[src/rtl/pwm_core_pkg.sv]
package pwm_core_pkg;

  // Strobes from control to datapath
  typedef struct packed {
    logic run;      // counter is generating
    logic restart;  // accepted start this cycle: clear counter, capture shadows
    logic load;     // capture shadow registers at this edge
  } ctlStrobe_t;

  typedef enum logic {
    CNT_SAW = 1'b0,
    CNT_TRI = 1'b1
  } cntMode_e;

endpackage

[src/rtl/pwm_wave_chan.sv]
module pwm_wave_chan #(
  parameter int CW = 15
) (
  input  logic          clk,
  input  logic          rstN,
  input  logic          load,
  input  logic          run,
  input  logic [CW:0]   cmpWord,
  input  logic [CW-1:0] cnt,
  output logic          pinOut
);
  logic [CW:0] shWord;

  always_ff @(posedge clk or negedge rstN) begin
    if (!rstN)     shWord <= '0;
    else if (load) shWord <= cmpWord;
  end

  // Active while below compare; top bit inverts
  assign pinOut = run & ((cnt < shWord[CW-1:0]) ^ shWord[CW]);
endmodule

[src/rtl/pwm_wave_datapath.sv]
module pwm_wave_datapath
  import pwm_core_pkg::*;
#(
  parameter int NCH     = 4,
  parameter int CW      = 15,
  parameter int PSW     = 3,
  parameter int MIN_TOP = 3
) (
  input  logic               clk,
  input  logic               rstN,
  input  ctlStrobe_t         ctl,
  input  logic               modeSel,
  input  logic [PSW-1:0]     prescSel,
  input  logic [CW-1:0]      topValue,
  input  logic               topOvrValid,
  input  logic [CW-1:0]      topOvrValue,
  input  logic [NCH*(CW+1)-1:0] cmpWords,
  output logic               wrapEvt,
  output logic [NCH-1:0]     pwmOut
);
  localparam int PCW = (1 << PSW) - 1;   // prescale counter width
  localparam int WW  = CW + 1;           // compare word width

  logic [PCW-1:0] preCnt;
  logic [PCW-1:0] preMask;
  logic [CW-1:0]  cnt;
  logic           down;
  logic [CW-1:0]  shTop;
  cntMode_e       shMode;
  logic [PSW-1:0] shPresc;
  logic [CW-1:0]  topSel;
  logic [CW-1:0]  topEff;
  logic           tick;
  logic           atEnd;

  always_comb begin
    for (int i = 0; i < PCW; i++) preMask[i] = (PSW'(i) < shPresc);
  end

  assign tick   = ((preCnt & preMask) == preMask);
  assign topSel = topOvrValid ? topOvrValue : topValue;
  assign topEff = (topSel < CW'(MIN_TOP)) ? CW'(MIN_TOP) : topSel;
  assign atEnd  = (shMode == CNT_SAW) ? (cnt == shTop) : (down && cnt == CW'(1));
  assign wrapEvt = ctl.run & tick & atEnd;

  always_ff @(posedge clk or negedge rstN) begin
    if (!rstN) begin
      preCnt <= '0;
      cnt    <= '0;
      down   <= 1'b0;
    end else if (ctl.restart || !ctl.run) begin
      preCnt <= '0;
      cnt    <= '0;
      down   <= 1'b0;
    end else begin
      preCnt <= preCnt + 1'b1;
      if (tick) begin
        if (shMode == CNT_SAW) begin
          cnt <= atEnd ? '0 : cnt + 1'b1;
        end else if (!down) begin
          if (cnt == shTop) begin
            down <= 1'b1;
            cnt  <= cnt - 1'b1;
          end else begin
            cnt <= cnt + 1'b1;
          end
        end else begin
          if (cnt == CW'(1)) begin
            down <= 1'b0;
            cnt  <= '0;
          end else begin
            cnt <= cnt - 1'b1;
          end
        end
      end
    end
  end

  always_ff @(posedge clk or negedge rstN) begin
    if (!rstN) begin
      shTop   <= CW'(MIN_TOP);
      shMode  <= CNT_SAW;
      shPresc <= '0;
    end else if (ctl.load) begin
      shTop   <= topEff;
      shMode  <= cntMode_e'(modeSel);
      shPresc <= prescSel;
    end
  end

  for (genvar ch = 0; ch < NCH; ch++) begin : g_chan
    pwm_wave_chan #(.CW(CW)) u_chan (
      .clk    (clk),
      .rstN   (rstN),
      .load   (ctl.load),
      .run    (ctl.run),
      .cmpWord(cmpWords[ch*WW +: WW]),
      .cnt    (cnt),
      .pinOut (pwmOut[ch])
    );
  end
endmodule

[src/rtl/pwm_wave_ctrl.sv]
module pwm_wave_ctrl
  import pwm_core_pkg::*;
(
  input  logic       clk,
  input  logic       rstN,
  input  logic       enable,
  input  logic       startReq,
  input  logic       stopReq,
  input  logic       wrapEvt,
  output ctlStrobe_t ctl,
  output logic       periodEnd,
  output logic       stopped,
  output logic       loadStrobe
);
  logic runQ;
  logic stopPend;
  logic startFire;
  logic stopHit;

  assign startFire = enable & startReq & ~runQ;
  assign stopHit   = runQ & wrapEvt & (stopPend | stopReq);

  always_comb begin
    ctl.run     = runQ;
    ctl.restart = startFire;
    ctl.load    = startFire | (runQ & enable & wrapEvt & ~stopHit);
  end

  always_ff @(posedge clk or negedge rstN) begin
    if (!rstN) begin
      runQ       <= 1'b0;
      stopPend   <= 1'b0;
      periodEnd  <= 1'b0;
      stopped    <= 1'b0;
      loadStrobe <= 1'b0;
    end else begin
      runQ       <= enable & (startFire | (runQ & ~stopHit));
      stopPend   <= enable & runQ & ~stopHit & (stopPend | stopReq);
      periodEnd  <= enable & runQ & wrapEvt;
      stopped    <= enable & stopHit;
      loadStrobe <= ctl.load;
    end
  end
endmodule

[src/rtl/pwm_wave_core.sv]
module pwm_wave_core
  import pwm_core_pkg::*;
#(
  parameter int NCH     = 4,
  parameter int CW      = 15,
  parameter int PSW     = 3,
  parameter int MIN_TOP = 3
) (
  input  logic                  clk,
  input  logic                  rstN,
  input  logic                  enable,
  input  logic                  modeSel,
  input  logic [PSW-1:0]        prescSel,
  input  logic [CW-1:0]         topValue,
  input  logic                  topOvrValid,
  input  logic [CW-1:0]         topOvrValue,
  input  logic [NCH*(CW+1)-1:0] cmpWords,
  input  logic                  startReq,
  input  logic                  stopReq,
  output logic [NCH-1:0]        pwmOut,
  output logic                  periodEnd,
  output logic                  stopped,
  output logic                  loadStrobe
);
  ctlStrobe_t ctl;
  logic       wrapEvt;

  pwm_wave_ctrl u_ctrl (
    .clk       (clk),
    .rstN      (rstN),
    .enable    (enable),
    .startReq  (startReq),
    .stopReq   (stopReq),
    .wrapEvt   (wrapEvt),
    .ctl       (ctl),
    .periodEnd (periodEnd),
    .stopped   (stopped),
    .loadStrobe(loadStrobe)
  );

  pwm_wave_datapath #(
    .NCH(NCH), .CW(CW), .PSW(PSW), .MIN_TOP(MIN_TOP)
  ) u_dp (
    .clk        (clk),
    .rstN       (rstN),
    .ctl        (ctl),
    .modeSel    (modeSel),
    .prescSel   (prescSel),
    .topValue   (topValue),
    .topOvrValid(topOvrValid),
    .topOvrValue(topOvrValue),
    .cmpWords   (cmpWords),
    .wrapEvt    (wrapEvt),
    .pwmOut     (pwmOut)
  );
endmodule

[config.mk]
export PLATFORM = sky130hd
export DESIGN_NAME = pwm_wave_core
export DESIGN_NICKNAME = d
export VERILOG_FILES = /design/src/rtl/pwm_core_pkg.sv /design/src/rtl/pwm_wave_chan.sv /design/src/rtl/pwm_wave_datapath.sv /design/src/rtl/pwm_wave_ctrl.sv /design/src/rtl/pwm_wave_core.sv
export SDC_FILE = /design/constraint.sdc
export NUM_CORES = 1
export LEC_CHECK = 0
export ABC_AREA = 1
export BUFFER_PORTS_ARGS = -buffer_cell sky130_fd_sc_hd__buf_2
export CAP_MARGIN = 20
export CORE_MARGIN = 1.5
export CORE_UTILIZATION = 51
export DETAILED_ROUTE_END_ITERATION = 10
export GPL_TIMING_DRIVEN = 0
export PLACE_DENSITY = 0.73
export SLEW_MARGIN = 25
export SYNTH_ARGS = -nofsm -noshare
export SYNTH_HDL_FRONTEND = slang
export SYNTH_SLANG_ARGS = --single-unit
[constraint.sdc]
create_clock -name clk -period 5.8 [get_ports clk]
set_input_delay 0 -clock clk [delete_from_list [all_inputs] [get_ports clk]]
set_output_delay 0 -clock clk [all_outputs]
set_load 0.01 [all_outputs]
==> impl_metrics.yaml, run 1 <==
run_status:
  status: "completed"
clocking:
  cts_tree: "built"
  cts_buffer_depth: 2
  cts_sinks: 111
  clk_pin_slew_ps: 80
  cts_setup_buffers: 0
  clkLatencyLatePin_ps: 360
  htree_num_levels: 3
  root_buffer: "clkbuf_16"
  cts_hold_buffers: 94
  cts_resized: 0
  numCtsBuffers: 9
synth:
  synth_nets: 1172
  synth_area_leaders: "dfrtp_1 37%, nand2_1 18%, ha_1 10%"
  synthMuxAreaShare: 0.004119
  synth-simple-area-share: 0.3185
  synth_compound_area_frac: 0.06315
  ys_seq_elements: 111
  avgSynthCellArea_sq_um: 7.233
  synth_top_family_by_area: "simple AND/OR/NAND/NOR gates"
  synth-seq-area-share: 0.3813
  yosys.area.top_type: "dfrtp_1"
  synthesis.area_sq_um: 7291
  synthDistinctLibCells: 29
  synth_edf_count: 0
  synthAdderAreaFrac: 0.1030
  async_flop_share: 1.000
  synth.top_cell.area_share: 0.3741
  yosys_warnings: 0
  synth_xor_xnor_area_share: 0.02403
  postSynthCellCount: 1008
  ys.flop_type: "dfrtp_1"
worst_setup_path:
  critPathMostFrequentCell: "nand2_1"
  criticalPathCategory: "reg2reg"
  cp-end-kind: "flop"
  r2r_end: "u_dp.g_chan[2].u_chan.shWord[2]"
  regToRegSetupSlack_ps: 3230
  required_ps: 6100
  startpoint_type: "flop"
  critPathMaxFanout: 10
  cp_cell_sequence: "buf_2, inv_1, nand2_1, nand2_1, nor2_1, nand2_1, nor2_1, nand3_2, nand2_2, nand4_2, nand2_2, buf_6, buf_6, nand2_1, nand2_1"
  cp-startpoint: "u_dp.cnt[8]"
  r2r-start: "u_dp.cnt[8]"
  cp_slowest_cell: "dfrtp_1"
  crit_end: "u_dp.g_chan[2].u_chan.shWord[2]"
  r2r_cells: 15
  arrival_ps: 2870
  slowest_delay_ps: 610
placement:
  dp_cells: 1298
  place.gp.congestion: 0.9496
  hpwl_um: 14080
  io_buffer_count: 109
  pre_cts_ws_ps: 3291
timing:
  worst_pin_slew_ps: 724.7
  finalSetupViolations: 0
  hold_viol_final: 0
  slew_violations: 0
  timing.final.crit_share: 0.4431
  setup_tns_ps: 0
  setup_ws_ps: 3230
  rsz0062_at_grt: "false"
  relSlewSlack: 0.5169
  finalCriticalPeriod_ps: 2570
  fmax_ghz: 0.3891
  finalClockSkew_ps: 10.50
detailed_routing:
  drc: 0
  post_drt_wl_per_cell_um: 14.65
  via_per_inst: 5.178
  routed_wl_um: 20630
  drt-initial-drc-count: 417
  antenna_left: 0
  drt_pre_antenna_iters: 7
  vias: 7290
floorplan:
  std_cell_rows: 43
  die_x_um: 122.6
  fp.dieH_um: 122.6
  dieArea_sq_um: 15020
  pin_count: 111
  coreArea_sq_um: 13930
  initial_utilization: 0.5232
global_routing:
  grtUsageTotal: 0.2909
  grt_start_max_net_pins: 69
  antenna_found_initial: 0
  grt_pass1_wl_um: 33530
  grt-ovfl-total: 0
  grt_pass1_vias: 6870
cells_and_area:
  fin_util: 0.6690
  area_growth_pct: 27.87
  final_cell_mix: "351 x nand2_1, 127 x nand3_1, 118 x inv_1, 116 x buf_2, 109 x dfrtp_1"
  fin_nets: 1387
  layout-drive-gt1-share: 0.1384
  stdcell_count: 1408
  antenna_cells: 0
  final_common_cell: "nand2_1"
job:
  drv_cap: 0
hold_path:
  hold_depth: 5
  hp-class: "in2reg"
power_and_ir_drop:
  ir_drop_mv: 0.1823
  powerDensity_nw_per_um2: 227.2
  total_leakage_power_nw: 5.264
[cells in the mapped netlist (all sizes together) (3+ instances only)]
cell,instances
nand4,13
mux2i,3
a21oi,44
nand3,128
dfrtp,109
buf,27
inv,127
ha,60
clkbuf,16
xor2,19
nand2,353
nor2,43
o21ai,42
nor3,13
[power by group]
group,internal [mW],total (mW),switching [mW]
Combinational,0.241,0.538,0.297
Sequential,0.886,0.965,0.0788
Clock,0.302,0.615,0.313
Total,1.43,2.12,0.689
[per-layer routing]
layer / GRT usage / wire (um) / vias to the layer above / part of all wire
met5: 0 / 0 / - / 0
met4: 0.09811 / 540 / 0 / 0.026
met3: 0.04136 / 1214 / 39 / 0.059
met2: 0.4756 / 9542 / 236 / 0.46
met1: 0.3974 / 9332 / 3367 / 0.45
li1: - / - / 3648 / -
[logic make-up after synthesis]
| logic type | count (synthesis) |
|---|---|
| AO/OA/AOI/OAI | 90 |
| adder cells (fa/ha/maj) | 60 |
| flip-flops | 111 |
| buffers and inverters | 170 |
| multiplexers | 3 |
| XOR/XNOR | 20 |
| AND/OR/NAND/NOR | 554 |
[worst min-delay path by stage]
stage	start	end	slack [ps]
detailed placement	rstN	u_dp.g_chan[1].u_chan.shWord[14]	-50
CTS	topOvrValue[6]	u_dp.shTop[6]	2
global route	topOvrValue[2]	u_dp.shTop[2]	30
finish	topOvrValue[0]	u_dp.shTop[0]	6
floorplan	rstN	u_ctrl.loadStrobe	-300
global placement	cmpWords[2]	u_dp.g_chan[0].u_chan.shWord[2]	200
[cell type report]
cell class,count,area [sq um]
plain buffers,43,295.3
clock buffers,9,225.2
clock inverters,7,61.31
fillers,1172,4612
inverters,127,476.7
multi-input cells,727,3739
flip-flops and latches,111,2780
well taps,180,225.2
repair buffers,204,1520
[worst max-delay path, delay by kind of cell, from the launching register on]
| family | cells | cell delay (ps) |
|---|---|---|
| DFF | 1 | 610 |
| buffers and inverters | 4 | 760 |
| and+or+nand+nor | 11 | 1120 |
[per-stage QoR]
step           hold slack (ps)  instance area, sq um  power, mW
6_report                 6.140                  9323      2.118
3_5_place_dp            -49.16                  8095      1.457
4_1_cts                  1.805                  9323      2.125
5_1_grt                  29.00                  9323      2.262
2_1_floorplan           -295.6                  7291      1.298
3_3_place_gp             197.3                  8061      1.440
[flip-flops by register name, summed over array words and instances, names as in the netlist]
register,cells
u_dp.shMode,1
u_ctrl.stopped,1
u_ctrl.loadStrobe,1
u_ctrl.periodEnd,1
u_dp.preCnt,7
u_dp.shTop,15
u_ctrl.runQ,1
u_dp.shPresc,3
u_dp.cnt,15
u_dp.down,1
u_dp.g_chan.u_chan.shWord,64
u_ctrl.stopPend,1
(Power assumes the default switching activity.)
==> inputs of run 2 (changes only) <==
Clock period 5.8 ns to 2.45 ns, I/O delays scaled along.
==> impl_metrics.yaml, run 2 (same netlist as run 1, synthesis figures left out) <==
run_status:
  status: "completed"
worst_setup_path:
  critPathMaxFanout: 10
  slowest_delay_ps: 450
  cp_slowest_cell: "dfrtp_2"
  cp-end-kind: "flop"
  cp_top_family: "simple AND/OR/NAND/NOR gates"
  arrival_ps: 2600
  startpoint_type: "flop"
  criticalPathCategory: "reg2reg"
  worst-path-buf-inv: 4
  critPathMostFrequentCell: "nand2_1"
  required_ps: 2750
  cp_cell_sequence: "buf_4, inv_1, nand2_1, nand2_1, nor2_1, nand2_1, nor2_2, nand3_2, nand2_2, nand4_2, nand2_2, buf_8, buf_6, nand2_1, nand2_1"
global_routing:
  grt_pass1_vias: 6866
  grtUsageTotal: 0.2909
  met2_usage: 0.4752
  grt_use_met3: 0.04136
  grt_busiest_layer: "met2"
  grt_pass1_wl_um: 33530
  antenna_found_initial: 0
  grt_start_max_net_pins: 69
  met1_usage: 0.3977
  grt-ovfl-total: 0
floorplan:
  initial_utilization: 0.5232
  fp.dieH_um: 122.6
  pin_count: 111
  dieArea_sq_um: 15020
  std_cell_rows: 43
  coreArea_sq_um: 13930
  die_x_um: 122.6
placement:
  place.gp.congestion: 0.9496
  dpl_cell_area_sq_um: 8095
  io_buffer_count: 109
  hpwl_um: 14080
  dp_cells: 1298
power_and_ir_drop:
  ir_drop_mv: 0.4322
  total_leakage_power_nw: 5.284
  powerDensity_nw_per_um2: 533.6
cells_and_area:
  largest_register: "u_dp.g_chan.u_chan.shWord"
  area.sequential_sq_um: 2799
  layout-drive-gt1-share: 0.1570
  final_cell_mix: "351 x nand2_1, 127 x nand3_1, 118 x inv_1, 114 x buf_2"
  stdcell_area_sq_um: 9413
  final_common_cell: "nand2_1"
  stdcell_count: 1416
  area_growth_pct: 29.11
  multi_input_area_sq_um: 3741
  antenna_cells: 0
  largest_reg_flops: 64
  fillers: 1168
  fin_nets: 1395
  reg.largest.list: "u_dp.g_chan.u_chan.shWord: 64 flops, u_dp.cnt: 15 flops, u_dp.shTop: 15 flops"
detailed_routing:
  via_per_inst: 5.143
  antenna_left: 0
  vias: 7283
  routed_wl_um: 20650
  drt-initial-drc-count: 448
  post_drt_wl_per_cell_um: 14.58
  drc: 0
  drt_pre_antenna_iters: 5
clocking:
  clkLatencyLatePin_ps: 360
  htree_num_levels: 3
  numCtsBuffers: 9
  cts_tree: "built"
  clk_pin_slew_ps: 80
  cts_sinks: 111
  root_buffer: "clkbuf_16"
  cts_buffer_depth: 2
timing:
  rsz0062_at_grt: "false"
  hold_viol_final: 0
  relSlewSlack: 0.5044
  timing.final.crit_share: 0.9377
  setup_tns_ps: 0
  fmax_ghz: 0.4353
  finalSetupViolations: 0
  slew_violations: 0
  finalClockSkew_ps: 7.602
  worst_pin_slew_ps: 743.4
  finalCriticalPeriod_ps: 2297
job:
  drv_cap: 0
hold_path:
  hp-class: "in2reg"
==> run 2: cell count changes in the layout (fill, tap and decap cells not counted), sizes merged <==
cell  change
buf       +8
==> run 2: cell type report <==
cell class / count / area share
multi-input cells: 727 / 0.3974
well taps: 180 / 0.02393
repair buffers: 213 / 0.1687
plain buffers: 42 / 0.03150
inverters: 127 / 0.05064
clock inverters: 7 / 0.006513
clock buffers: 9 / 0.02393
flip-flops and latches: 111 / 0.2974
==> run 2: metrics by stage <==
step | power, mW | hold WS [ps] | setup WS, ps | util
2_1_floorplan | 3.073 | -295.6 | 624.3 | -
3_3_place_gp | 3.408 | 197.3 | -70.82 | 0.5785
3_5_place_dp | 3.450 | -49.16 | -59.46 | 0.5809
4_1_cts | 5.031 | 1.805 | 10.87 | 0.6697
5_1_grt | 5.361 | 29.00 | 7.679 | 0.6755
6_report | 5.023 | 0.7628 | 152.6 | 0.6755
==> run 2: routing by layer <==
metal,vias up,part of all wire
met1,3327,0.46
li1,3675,-
met4,0,0.026
met2,242,0.46
met3,39,0.055
met5,-,0
==> run 2: worst paths after layout <==
path / from / to / slack, ps / depth (start not counted)
setup reg to reg: u_dp.cnt[11] / u_dp.g_chan[2].u_chan.shWord[2] / 150 / 15
min in group asynchronous: rstN / u_dp.g_chan[1].u_chan.shWord[14] / 120 / 2
max in group asynchronous: rstN / u_dp.shTop[0] / 1600 / 3
setup / recovery: u_dp.cnt[11] / u_dp.g_chan[2].u_chan.shWord[2] / 150 / 15
hold reg to reg: u_dp.preCnt[6] / u_dp.preCnt[6] / 470 / 1
hold / removal: topValue[2] / u_dp.shTop[2] / 0.8 / 5
==> run 2: tightest hold or removal path, delay by kind of cell <==
kind	cells	cell delay (ps)
and+or+nand+nor	4	250
buffers and inverters	1	70
==> run 2: report_power, final <==
part	internal (mW)	switching (mW)	leakage (nW)	total, mW
Combinational	0.576	0.707	3.75	1.28
Clock	0.715	0.742	0.141	1.46
Sequential	2.10	0.184	1.39	2.28
==> run 2: timing repair <==
action                     CTS  global route
buffers inserted             0             9
hold buffers                94             0
hold endpoints to repair   171             0
gates resized for setup      6            12
setup endpoints to repair   61            96
==> inputs of run 3 (changes only) <==
Settings changed: ABC_AREA 1 to 0.
==> impl_metrics.yaml, run 3 <==
worst_setup_path:
  crit_end: "u_dp.g_chan[1].u_chan.shWord[12]"
  required_ps: 2700
  cp_slowest_cell: "dfrtp_2"
  cp-end-kind: "flop"
  r2r-start: "u_dp.cnt[11]"
  slowest_delay_ps: 420
  startpoint_type: "flop"
  cp-startpoint: "u_dp.cnt[11]"
  criticalPathCategory: "reg2reg"
  r2r_end: "u_dp.g_chan[1].u_chan.shWord[12]"
  arrival_ps: 2820
  r2r_cells: 9
  cp_cell_sequence: "buf_6, xor2_2, nor4_4, nand4_1, o21a_2, o21a_4, clkbuf_16, clkbuf_16, mux2_4"
  regToRegSetupSlack_ps: -120
  critPathMostFrequentCell: "clkbuf_16"
  critPathMaxFanout: 6
timing:
  slew_violations: 0
  rsz0062_at_grt: "true"
  worst_pin_slew_ps: 713.8
  finalSetupViolations: 83
  relSlewSlack: 0.5191
  timing.final.crit_share: 1.048
  finalCriticalPeriod_ps: 2568
  fmax_ghz: 0.3894
  setup_ws_ps: -118.2
  finalClockSkew_ps: 9.870
  hold_viol_final: 0
synth:
  async_flop_share: 1.000
  ys.flop_type: "dfrtp_1"
  synth_edf_count: 0
  ys_seq_elements: 111
  synthDistinctLibCells: 53
  synth-seq-area-share: 0.3950
  yosys_warnings: 0
  postSynthCellCount: 646
  synth_area_leaders: "dfrtp_1 39%, mux2_4 15%, ha_1 11%"
  synthesis.area_sq_um: 7038
  synthTopCellsByCount: "109 x dfrtp_1, 68 x mux2_4, 62 x inv_1, 60 x ha_1, 35 x a21o_1"
  yosys.area.top_type: "dfrtp_1"
  synth_nets: 810
  avgSynthCellArea_sq_um: 10.89
  synth_most_common_cell: "dfrtp_1"
  synth.top_cell.area_share: 0.3876
power_and_ir_drop:
  powerDensity_nw_per_um2: 528.2
  design_power_total_mw: 5.388
  total_leakage_power_nw: 5.391
  ir_drop_mv: 0.4013
cells_and_area:
  area_growth_pct: 44.94
  fin_nets: 1079
  layout-drive-gt1-share: 0.3645
  final_common_cell: "buf_2"
  largest_register: "u_dp.g_chan.u_chan.shWord"
  reg.largest.list: "u_dp.g_chan.u_chan.shWord: 64 flops, u_dp.cnt: 15 flops, u_dp.shTop: 15 flops"
  antenna_cells: 0
  largest_reg_flops: 64
  fin_util: 0.7642
  final_cell_mix: "110 x buf_2, 100 x dlygate4sd3_1, 95 x dfrtp_1, 68 x mux2_4, 62 x inv_1"
hold_path:
  hold_depth: 4
  hp-class: "in2reg"
clocking:
  cts_tree: "built"
  cts_sinks: 111
  root_buffer: "clkbuf_16"
  cts_buffer_depth: 2
  clkLatencyLatePin_ps: 360
  numCtsBuffers: 9
  clk_pin_slew_ps: 70
  htree_num_levels: 3
detailed_routing:
  routed_wl_um: 21070
  drt_pre_antenna_iters: 8
  via_per_inst: 5.645
  drc: 0
  vias: 6181
  post_drt_wl_per_cell_um: 19.24
  antenna_left: 0
  drt-initial-drc-count: 543
global_routing:
  grt_pass1_vias: 6232
  antenna_found_initial: 0
  grtUsageTotal: 0.2623
  grt-ovfl-total: 0
  grt_pass1_wl_um: 30170
  grt_start_max_net_pins: 72
floorplan:
  coreArea_sq_um: 13350
  die_x_um: 120.5
  pin_count: 111
  dieArea_sq_um: 14510
  fp.dieH_um: 120.5
  initial_utilization: 0.5273
  std_cell_rows: 42
placement:
  place.gp.congestion: 0.9054
  hpwl_um: 12250
  io_buffer_count: 110
run_status:
  status: "finished with violations"
  violations: "setup timing"
job:
  drv_cap: 0
[run 3: changes by cell type in the layout (fill, tap and decap cells not counted), moves of 19 or more]
cell     delta
nor2_1     -28
buf_4      +25
mux2_4     +68
inv_1      -56
a21o_1     +35
a21oi_1    -32
nand2_1   -320
o21ai_1    +19
o21ai_0    -24
nand3_1   -117
[run 3: cell families after synthesis]
logic type               Yosys count  share of synthesized area
AO/OA/AOI/OAI                    124                     0.1154
buffers and inverters             97                    0.06471
XOR/XNOR                          23                    0.02862
flip-flops                       111                     0.3950
adder cells (fa/ha/maj)           60                     0.1067
multiplexers                      83                     0.1666
AND/OR/NAND/NOR                  148                     0.1230
[run 3: critical path, delay by kind of cell, from the launching register on]
kind            cells  cell delay (ps)
mux                 1              300
xor+xnor            1              190
compound gates      2              510
flops               1              420
simple gates        2              540
buf+inv             3              490
[run 3: final cells by class]
type,count,area [sq um]
Timing Repair Buffer,263,2175
Fill cell,849,3147
Inverter,63,236.5
Clock inverter,3,42.54
Multi-Input combinational cell,439,4174
Tap cell,176,220.2
Sequential cell,111,2798
Buffer,28,299.0
Clock buffer,12,256.5
[run 3: how the worst min path moves through the flow]
| stage | slack [ps] | to | from |
|---|---|---|---|
| 4_1_cts | 40 | u_dp.shTop[0] | topValue[0] |
| 3_3_place_gp | 230 | u_dp.g_chan[0].u_chan.shWord[6] | cmpWords[6] |
| 2_1_floorplan | -300 | u_ctrl.loadStrobe | rstN |
| 6_report | 60 | u_dp.shTop[0] | topValue[0] |
| 3_5_place_dp | -60 | u_dp.g_chan[3].u_chan.shWord[14] | rstN |
| 5_1_grt | 90 | u_dp.shTop[0] | topValue[0] |
[run 3: metal layers]
layer,vias up,wire [um],GRT usage
met4,0,727,0.1140
met2,273,10590,0.4489
met5,-,0,0
li1,2847,-,-
met3,63,1128,0.03443
met1,2998,8630,0.3326
[run 3: timing repair]
action                                 CTS  global route
pin swaps                                5            26
gates resized for setup                 28            97
endpoints found under the hold margin  196             0
cloned                                   0            10
setup endpoints to repair              105           104
buffers inserted                        11            32
hold buffers                           100             0
[run 3: power by group]
group          total [mW]  leakage (nW)  internal [mW]  switching [mW]
combinational        1.57          3.90          0.877           0.691
clock                1.51         0.145          0.842           0.666
sequential           2.31          1.35           2.11           0.205
[run 3: stage by stage]
stage	hold WS, ps	cells	TNS, ps	instance area [sq um]	setup slack, ps
detailed placement	-62.55	933	-19260	7843	-275.2
CTS	41.43	1055	-2661	9285	-56.14
floorplan	-295.6	646	0	7038	163.0
global placement	230.9	932	-13400	7809	-258.3
global route	85.47	1095	-12150	10200	-175.8
finish	62.54	1095	-6184	10200	-118.2
